===== config.mk =====
export PLATFORM = sky130hd
export DESIGN_NAME = jtag_scan_monitor
export DESIGN_NICKNAME = d
export VERILOG_FILES = /design/src/rtl/jtag_mon_pkg.sv /design/src/rtl/jtag_mon_sync.sv /design/src/rtl/jtag_mon_tap.sv /design/src/rtl/jtag_mon_capture.sv /design/src/rtl/jtag_scan_monitor.sv
export SDC_FILE = /design/constraint.sdc
export NUM_CORES = 1
export LEC_CHECK = 0
export BUFFER_PORTS_ARGS = -buffer_cell sky130_fd_sc_hd__buf_2
export CAP_MARGIN = 20
export CELL_PAD_IN_SITES_DETAIL_PLACEMENT = 1
export CELL_PAD_IN_SITES_GLOBAL_PLACEMENT = 1
export CORE_ASPECT_RATIO = 0.7
export CORE_UTILIZATION = 46
export CTS_BUF_LIST = sky130_fd_sc_hd__clkbuf_4 sky130_fd_sc_hd__clkbuf_8 sky130_fd_sc_hd__clkbuf_16
export DETAILED_ROUTE_END_ITERATION = 6
export HOLD_SLACK_MARGIN = 0.06
export PLACE_DENSITY = 0.78
export SLEW_MARGIN = 10
export SYNTH_ARGS = -nofsm -noshare
export SYNTH_HDL_FRONTEND = slang
export SYNTH_SLANG_ARGS = --single-unit
export TNS_END_PERCENT = 20

===== constraint.sdc =====
create_clock -name clk -period 16.3 [get_ports clk]
set_input_delay 3.26 -clock clk [delete_from_list [all_inputs] [get_ports clk]]
set_output_delay 3.26 -clock clk [all_outputs]
set_load 0.02 [all_outputs]

===== src/rtl/jtag_mon_pkg.sv =====
package jtag_mon_pkg;

    typedef enum logic [3:0] {
        TAP_RESET      = 4'd0,
        TAP_IDLE       = 4'd1,
        TAP_DR_SELECT  = 4'd2,
        TAP_DR_CAPTURE = 4'd3,
        TAP_DR_SHIFT   = 4'd4,
        TAP_DR_EXIT1   = 4'd5,
        TAP_DR_PAUSE   = 4'd6,
        TAP_DR_EXIT2   = 4'd7,
        TAP_DR_UPDATE  = 4'd8,
        TAP_IR_SELECT  = 4'd9,
        TAP_IR_CAPTURE = 4'd10,
        TAP_IR_SHIFT   = 4'd11,
        TAP_IR_EXIT1   = 4'd12,
        TAP_IR_PAUSE   = 4'd13,
        TAP_IR_EXIT2   = 4'd14,
        TAP_IR_UPDATE  = 4'd15
    } tap_state_e;

    // Port lines as seen after synchronization.
    typedef struct packed {
        logic trst;   // active-high inside the block
        logic tck;
        logic tms;
        logic tdi;
        logic tdo;
    } jtag_pins_t;

    function automatic tap_state_e tap_next(input tap_state_e s, input logic m);
        tap_state_e n;
        case (s)
            TAP_RESET:      n = m ? TAP_RESET      : TAP_IDLE;
            TAP_IDLE:       n = m ? TAP_DR_SELECT  : TAP_IDLE;
            TAP_DR_SELECT:  n = m ? TAP_IR_SELECT  : TAP_DR_CAPTURE;
            TAP_DR_CAPTURE: n = m ? TAP_DR_EXIT1   : TAP_DR_SHIFT;
            TAP_DR_SHIFT:   n = m ? TAP_DR_EXIT1   : TAP_DR_SHIFT;
            TAP_DR_EXIT1:   n = m ? TAP_DR_UPDATE  : TAP_DR_PAUSE;
            TAP_DR_PAUSE:   n = m ? TAP_DR_EXIT2   : TAP_DR_PAUSE;
            TAP_DR_EXIT2:   n = m ? TAP_DR_UPDATE  : TAP_DR_SHIFT;
            TAP_DR_UPDATE:  n = m ? TAP_DR_SELECT  : TAP_IDLE;
            TAP_IR_SELECT:  n = m ? TAP_RESET      : TAP_IR_CAPTURE;
            TAP_IR_CAPTURE: n = m ? TAP_IR_EXIT1   : TAP_IR_SHIFT;
            TAP_IR_SHIFT:   n = m ? TAP_IR_EXIT1   : TAP_IR_SHIFT;
            TAP_IR_EXIT1:   n = m ? TAP_IR_UPDATE  : TAP_IR_PAUSE;
            TAP_IR_PAUSE:   n = m ? TAP_IR_EXIT2   : TAP_IR_PAUSE;
            TAP_IR_EXIT2:   n = m ? TAP_IR_UPDATE  : TAP_IR_SHIFT;
            default:        n = m ? TAP_DR_SELECT  : TAP_IDLE;
        endcase
        return n;
    endfunction

    function automatic logic is_shift(input tap_state_e s);
        return (s == TAP_DR_SHIFT) || (s == TAP_IR_SHIFT);
    endfunction

    function automatic logic is_exit1(input tap_state_e s);
        return (s == TAP_DR_EXIT1) || (s == TAP_IR_EXIT1);
    endfunction

    function automatic logic is_ir_branch(input tap_state_e s);
        return s >= TAP_IR_SELECT;
    endfunction

endpackage


===== src/rtl/jtag_mon_sync.sv =====
module jtag_mon_sync #(
    parameter int WIDTH = 1
) (
    input  logic             clk,
    input  logic             rst,
    input  logic [WIDTH-1:0] d,
    output logic [WIDTH-1:0] q
);
    logic [WIDTH-1:0] stage1;
    logic [WIDTH-1:0] stage2;

    always_ff @(posedge clk) begin
        if (rst) begin
            stage1 <= '0;
            stage2 <= '0;
        end else begin
            stage1 <= d;
            stage2 <= stage1;
        end
    end

    assign q = stage2;
endmodule


===== src/rtl/jtag_mon_tap.sv =====
module jtag_mon_tap
    import jtag_mon_pkg::*;
(
    input  logic       clk,
    input  logic       rst,
    input  logic       rise_i,
    input  logic       tms_i,
    input  logic       trst_i,
    output tap_state_e state_o,
    output tap_state_e state_nxt_o,
    output logic       step_o
);
    tap_state_e state_q;
    logic       seen_edge_q;
    logic       step_q;

    assign state_nxt_o = tap_next(state_q, tms_i);

    always_ff @(posedge clk) begin
        if (rst) begin
            state_q     <= TAP_IDLE;
            seen_edge_q <= 1'b0;
            step_q      <= 1'b0;
        end else if (trst_i) begin
            state_q <= TAP_RESET;
            step_q  <= 1'b0;
        end else begin
            step_q <= rise_i && seen_edge_q;
            if (rise_i) begin
                state_q     <= state_nxt_o;
                seen_edge_q <= 1'b1;
            end
        end
    end

    assign state_o = state_q;
    assign step_o  = step_q;

    p_hold_without_edge_r3: assert property (@(posedge clk) disable iff (rst)
        (!rise_i && !trst_i) |=> $stable(state_q));

    p_trst_forces_reset_r9: assert property (@(posedge clk) disable iff (rst)
        trst_i |=> (state_q == TAP_RESET));

    p_step_single_r4: assert property (@(posedge clk) disable iff (rst)
        step_q |=> !step_q);
endmodule


===== src/rtl/jtag_mon_capture.sv =====
module jtag_mon_capture
    import jtag_mon_pkg::*;
#(
    parameter int MAX_BITS = 64,
    parameter int CNT_W    = 16
) (
    input  logic                clk,
    input  logic                rst,
    input  logic                clr_i,
    input  logic                adv_i,
    input  tap_state_e          cur_i,
    input  tap_state_e          nxt_i,
    input  logic                tdi_i,
    input  logic                tdo_i,
    output logic                bit_valid_o,
    output logic                bit_tdi_o,
    output logic                bit_tdo_o,
    output logic                done_valid_o,
    output logic                done_is_ir_o,
    output logic [MAX_BITS-1:0] done_tdi_o,
    output logic [MAX_BITS-1:0] done_tdo_o,
    output logic [CNT_W-1:0]    done_count_o,
    output logic                done_ovf_o
);
    localparam int IDX_W = (MAX_BITS > 1) ? $clog2(MAX_BITS) : 1;
    localparam logic [CNT_W-1:0] CNT_LIMIT = CNT_W'(MAX_BITS);
    localparam logic [CNT_W-1:0] CNT_SAT   = '1;

    logic [MAX_BITS-1:0] acc_tdi_q, acc_tdo_q;
    logic [CNT_W-1:0]    cnt_q;
    logic                ovf_q;

    logic stay_shift, leave_shift, room;

    assign stay_shift  = adv_i && is_shift(cur_i) && (nxt_i == cur_i);
    assign leave_shift = adv_i && is_shift(cur_i) && is_exit1(nxt_i);
    assign room        = cnt_q < CNT_LIMIT;

    always_ff @(posedge clk) begin
        if (rst || clr_i) begin
            acc_tdi_q    <= '0;
            acc_tdo_q    <= '0;
            cnt_q        <= '0;
            ovf_q        <= 1'b0;
            bit_valid_o  <= 1'b0;
            bit_tdi_o    <= 1'b0;
            bit_tdo_o    <= 1'b0;
            done_valid_o <= 1'b0;
            if (rst) begin
                done_is_ir_o <= 1'b0;
                done_tdi_o   <= '0;
                done_tdo_o   <= '0;
                done_count_o <= '0;
                done_ovf_o   <= 1'b0;
            end
        end else begin
            bit_valid_o  <= 1'b0;
            done_valid_o <= 1'b0;
            if (stay_shift) begin
                bit_valid_o <= 1'b1;
                bit_tdi_o   <= tdi_i;
                bit_tdo_o   <= tdo_i;
                if (room) begin
                    acc_tdi_q[cnt_q[IDX_W-1:0]] <= tdi_i;
                    acc_tdo_q[cnt_q[IDX_W-1:0]] <= tdo_i;
                end else begin
                    ovf_q <= 1'b1;
                end
                if (cnt_q != CNT_SAT) cnt_q <= cnt_q + 1'b1;
            end
            if (leave_shift) begin
                done_valid_o <= 1'b1;
                done_is_ir_o <= is_ir_branch(cur_i);
                done_tdi_o   <= acc_tdi_q;
                done_tdo_o   <= acc_tdo_q;
                done_count_o <= cnt_q;
                done_ovf_o   <= ovf_q;
                acc_tdi_q    <= '0;
                acc_tdo_q    <= '0;
                cnt_q        <= '0;
                ovf_q        <= 1'b0;
            end
        end
    end

    p_ovf_matches_count_r8: assert property (@(posedge clk) disable iff (rst)
        done_valid_o |-> (done_ovf_o == (done_count_o > CNT_LIMIT)));

    p_no_bit_and_done_r6: assert property (@(posedge clk) disable iff (rst)
        !(bit_valid_o && done_valid_o));
endmodule


===== src/rtl/jtag_scan_monitor.sv =====
module jtag_scan_monitor
    import jtag_mon_pkg::*;
#(
    parameter int MAX_BITS = 64,
    parameter int CNT_W    = 16
) (
    input  logic                clk,
    input  logic                rst,
    input  logic                tck,
    input  logic                tms,
    input  logic                tdi,
    input  logic                tdo,
    input  logic                trst_n,
    output logic [3:0]          state_code,
    output logic                step_pulse,
    output logic                bit_valid,
    output logic                bit_tdi,
    output logic                bit_tdo,
    output logic                done_valid,
    output logic                done_is_ir,
    output logic [MAX_BITS-1:0] done_tdi,
    output logic [MAX_BITS-1:0] done_tdo,
    output logic [CNT_W-1:0]    done_count,
    output logic                done_ovf
);
    localparam int PIN_W = $bits(jtag_pins_t);

    jtag_pins_t raw_pins, pins;
    logic       tck_prev_q;
    logic       rise, adv;
    tap_state_e state, state_nxt;

    assign raw_pins = '{trst: ~trst_n, tck: tck, tms: tms, tdi: tdi, tdo: tdo};

    jtag_mon_sync #(.WIDTH(PIN_W)) u_sync (
        .clk (clk),
        .rst (rst),
        .d   (raw_pins),
        .q   (pins)
    );

    always_ff @(posedge clk) begin
        if (rst) tck_prev_q <= 1'b0;
        else     tck_prev_q <= pins.tck;
    end

    assign rise = pins.tck && !tck_prev_q;
    assign adv  = rise && !pins.trst;

    jtag_mon_tap u_tap (
        .clk         (clk),
        .rst         (rst),
        .rise_i      (rise),
        .tms_i       (pins.tms),
        .trst_i      (pins.trst),
        .state_o     (state),
        .state_nxt_o (state_nxt),
        .step_o      (step_pulse)
    );

    jtag_mon_capture #(.MAX_BITS(MAX_BITS), .CNT_W(CNT_W)) u_cap (
        .clk          (clk),
        .rst          (rst),
        .clr_i        (pins.trst),
        .adv_i        (adv),
        .cur_i        (state),
        .nxt_i        (state_nxt),
        .tdi_i        (pins.tdi),
        .tdo_i        (pins.tdo),
        .bit_valid_o  (bit_valid),
        .bit_tdi_o    (bit_tdi),
        .bit_tdo_o    (bit_tdo),
        .done_valid_o (done_valid),
        .done_is_ir_o (done_is_ir),
        .done_tdi_o   (done_tdi),
        .done_tdo_o   (done_tdo),
        .done_count_o (done_count),
        .done_ovf_o   (done_ovf)
    );

    assign state_code = state;

    p_bit_in_shift_r5: assert property (@(posedge clk) disable iff (rst)
        bit_valid |-> is_shift(state));

    p_done_in_exit1_r6: assert property (@(posedge clk) disable iff (rst)
        done_valid |-> (is_exit1(state) && (done_is_ir == is_ir_branch(state))));

    p_done_with_step_r4: assert property (@(posedge clk) disable iff (rst)
        (done_valid || bit_valid) |-> step_pulse);
endmodule


==> out/qor.txt <==
SYNTH
--------------------------------------------------------------------------------------
Syn Std Cell Area                                                            12400 µm²
Share of flip-flops with an asynchronous set or reset after synthesis               0%
Syn nets                                                                          1037
Post-synthesis area per instance                                             12.05 µm²
Leading post-synthesis cells by cell area                                 sky130_fd_sc_hd__edfxtp_1 (35%), sky130_fd_sc_hd__dfxtp_1 (27%), sky130_fd_sc_hd__mux2i_1 (11%), sky130_fd_sc_hd__and2_1 (7.3%), sky130_fd_sc_hd__nand2_1 (3.8%)
Yosys warning total                                                                  0
Area leader, netlist                                                      sky130_fd_sc_hd__edfxtp_1
Number of synthesized flops with an enable pin                                     146
Number of distinct standard cells referenced by the synthesized netlist             56
Sequential element share of the synthesized area                                62.16%
Main flop type after synthesis                                            sky130_fd_sc_hd__dfxtp_1
Syn Inst Count                                                                    1029
Top cell type's share of synthesized area                                       35.36%
Total of flip-flops plus latches after synthesis                                   312

WORST SETUP PATH
--------------------------------------------------------------------------------------
CP top delay family                                                       simple AND/OR/NAND/NOR gates
Type of destination of the critical path                                          flop
Critical path arrival                                                          5880 ps
Worst Path Required                                                           16740 ps
Crit-path cells                                                           buf_2, nor2_4, o21a_4, buf_4, nand2_2, mux2i_1
Worst Setup Path Type                                                     primary input to flop
CP max stage cell                                                         sky130_fd_sc_hd__nor2_4
Crit path largest cell delay                                                    780 ps
Count of buffer and inverter cells on the critical path                              2
Launching element type of the critical path                               primary input
Crit-path max FO                                                                    55

FINISH
--------------------------------------------------------------------------------------
Fill cells                                                                        2719
Commonest non-fill, non-tap cell in the layout                            sky130_fd_sc_hd__dfxtp_1
Synthesis-to-finish area growth                                                 17.58%
Leading cell types in the layout, fill and taps excluded                  sky130_fd_sc_hd__dfxtp_1 (166), sky130_fd_sc_hd__buf_2 (162), sky130_fd_sc_hd__edfxtp_1 (146)
Nets@finish                                                                       1170
Layout cells sized above 1                                                      22.51%
Antenna fix cells                                                                    0
Final standard cell count with taps included and fillers excluded                 1543
Register area                                                                 7707 µm²
Multi-input combinational cell area                                           4417 µm²
Core Util, Final                                                                55.95%

STA
--------------------------------------------------------------------------------------
Largest clock skew in the final design                                        8.678 ps
Final setup fails                                                                    0
Maximum clock rate                                                           183.7 MHz
Final-layout setup total negative slack                                           0 ps
Count of endpoints failing hold in the final timing report                           0
Normalized max-slew margin                                                      29.96%
Setup repair after global routing missed its margin                                 no
Worst Max-Slew Pin Slew                                                        1051 ps
Number of max-slew violations in the final report                                    0
Min Hold Slack                                                                434.6 ps
Tmin final                                                                     5443 ps
Final period util                                                               33.39%

CTS
--------------------------------------------------------------------------------------
Cell at the root of the clock tree                                        sky130_fd_sc_hd__clkbuf_16
Clock network latency to the later pin of the worst-skew pair                   540 ps
Clock H-tree levels                                                                  1
Number of sinks driven by the clock tree                                           312
# resized after CTS                                                                  0
Total CTS buffers                                                                   30
TritonCTS clock tree                                                             built
Hold-fix buffers at CTS                                                              0
Number of setup buffers added after CTS                                              0
Clock tree buffer depth                                                              3
Clock transition at path regs                                                    60 ps

DRT
--------------------------------------------------------------------------------------
Vias post-DR                                                                      8010
Violation count after the first detailed-routing iteration                         481
Detailed-router iteration count before antenna repair                                4
Number of routed nets with antenna violations                                        0
DRT Wirelength                                                                29220 µm
Routed len/inst                                                               18.94 µm
Vias/cell                                                                        5.191
DR DRC count                                                                         0

GRT
--------------------------------------------------------------------------------------
Antenna violations before repair                                                     1
Layer with the highest usage after global routing                                 met2
Maximum number of pins on one net before global-route repair                       109
Met3 track demand over resource                                                 2.739%
Grt met2 use                                                                    33.37%
Via count of the first global-routing pass                                        8288
Global routing usage summed across all routing layers                           21.31%
Global-route wire length before repair                                        46530 µm
GR Util met1                                                                    31.59%
Aggregate global routing overflow                                                    0

FLOORPLANNING
--------------------------------------------------------------------------------------
I/O pin count                                                                      162
Die height                                                                    139.4 µm
Placeable core region                                                        26060 µm²
Starting utilization of the core area                                           47.59%
Area of the die                                                              27630 µm²
Die X                                                                         198.2 µm
Row count                                                                           49

RUN STATUS
--------------------------------------------------------------------------------------
Outcome                                                                      completed

HOLD PATH
--------------------------------------------------------------------------------------
Hold WC Path Type                                                         flop to flop

POWER
--------------------------------------------------------------------------------------
Total power density per cell area                                         113.6 nW/µm²
Lkg Pwr                                                                       6.023 nW
Worst voltage drop across the vdd grid                                      0.07401 mV

PLACE
--------------------------------------------------------------------------------------
Post-detailed-placement half-perimeter wirelength                             18720 µm
GP Congestion                                                                   0.7456
Number of placed cells counting well taps                                         1483
Count of buffers inserted at the top-level ports                                   161

RUN
--------------------------------------------------------------------------------------
Max-Cap Viols                                                                        0

==> cells by family (layout without fill, tap and decap cells) <==
kind of cell | Yosys count | count (layout) | share of synthesized area, %
buffers and inverters | 76 | 233 | 2.775
AND/OR/NAND/NOR | 457 | 457 | 20.97
adder cells (fa/ha/maj) | 1 | 1 | 0.1009
AO/OA/AOI/OAI | 44 | 44 | 2.856
flip-flops | 312 | 312 | 62.16
multiplexers | 131 | 131 | 10.58
XOR/XNOR | 8 | 8 | 0.5651
==> worst paths after layout <==
path | from | depth (start not counted) | slack (ps) | to
worst max-delay path | rst | 6 | 10860 | u_cap.acc_tdi_q[62]$_SDFFE_PP0P_
worst min-delay path | u_sync.stage1[2]$_SDFF_PP0_ | 1 | 430 | u_sync.q[2]$_SDFF_PP0_
worst max register to register | u_tap.state_o[2]$_SDFFE_PP0P_ | 6 | 13330 | u_cap.acc_tdi_q[62]$_SDFFE_PP0P_
worst min register to register | u_sync.stage1[2]$_SDFF_PP0_ | 1 | 430 | u_sync.q[2]$_SDFF_PP0_
==> final cells by class <==
type | count | area share (%)
flip-flops and latches | 312 | 52.87
multi-input cells | 641 | 30.30
repair buffers | 171 | 6.334
clock buffers | 45 | 6.256
well taps | 357 | 3.064
clock inverters | 11 | 1.030
inverters | 6 | 0.1545
==> worst reg2reg max path, delay by kind of cell (launching register included) <==
family | cells | cell delay (ps)
simple gates | 3 | 1280
buf+inv | 1 | 310
compound gates | 1 | 180
mux | 1 | 430
flops | 1 | 660
==> through the flow <==
step	area, µm²	worst slack [ps]	power [W]
floorplan	12400	3780	0.0009153
CTS	14510	9942	0.001671
finish	14580	10860	0.001656
global placement	13440	9571	0.0009366
detailed placement	13440	9361	0.0009386
global route	14580	10560	0.001705
==> power by group <==
| part | leakage [nW] | internal [W] | switching (W) |
|---|---|---|---|
| Sequential | 2.73 | 0.000838 | 0.00000875 |
| Combinational | 2.76 | 0.0000175 | 0.0000574 |
| Clock | 0.534 | 0.000448 | 0.000286 |
==> layer usage <==
metal / vias up / wire length [µm] / share of wire [%]
met2: 138 / 13220 / 45
met4: 0 / 488 / 1.7
li1: 3844 / - / -
met3: 39 / 933 / 3.2
met5: - / 0 / 0
met1: 3989 / 14590 / 50
==> state kept, by name, summed over array words and instances, names as in the netlist <==
| name | flops |
|---|---|
| tck_prev_q | 1 |
| u_cap.acc_tdi_q | 64 |
| u_cap.acc_tdo_q | 64 |
| u_cap.bit_tdi_o | 1 |
| u_cap.bit_tdo_o | 1 |
| u_cap.bit_valid_o | 1 |
| u_cap.cnt_q | 16 |
| u_cap.done_count_o | 16 |
| u_cap.done_is_ir_o | 1 |
| u_cap.done_ovf_o | 1 |
| u_cap.done_tdi_o | 64 |
| u_cap.done_tdo_o | 64 |
| u_cap.done_valid_o | 1 |
| u_cap.ovf_q | 1 |
| u_sync.q | 5 |
| u_sync.stage1 | 5 |
| u_tap.seen_edge_q | 1 |
| u_tap.state_o | 4 |
| u_tap.step_o | 1 |
==> synth_stat cells, drive strengths merged (2+ instances only) <==
master	number
or4	6
nor2	59
and2	144
o21ai	8
edfxtp	146
nand3	54
and3	3
o21a	2
buf	34
nand2	128
mux2i	131
a21oi	9
a211oi	3
a2111oi	3
dfxtp	166
or3	3
o21bai	2
nand3b	2
nor3	10
nor2b	12
xnor2	8
inv	6
clkbuf	36
nand4	3
nor4	13
nor4b	6
and3b	2
nor3b	7
or2	3
a31oi	2
o211ai	8
Power figures use the tool's default switching activity.
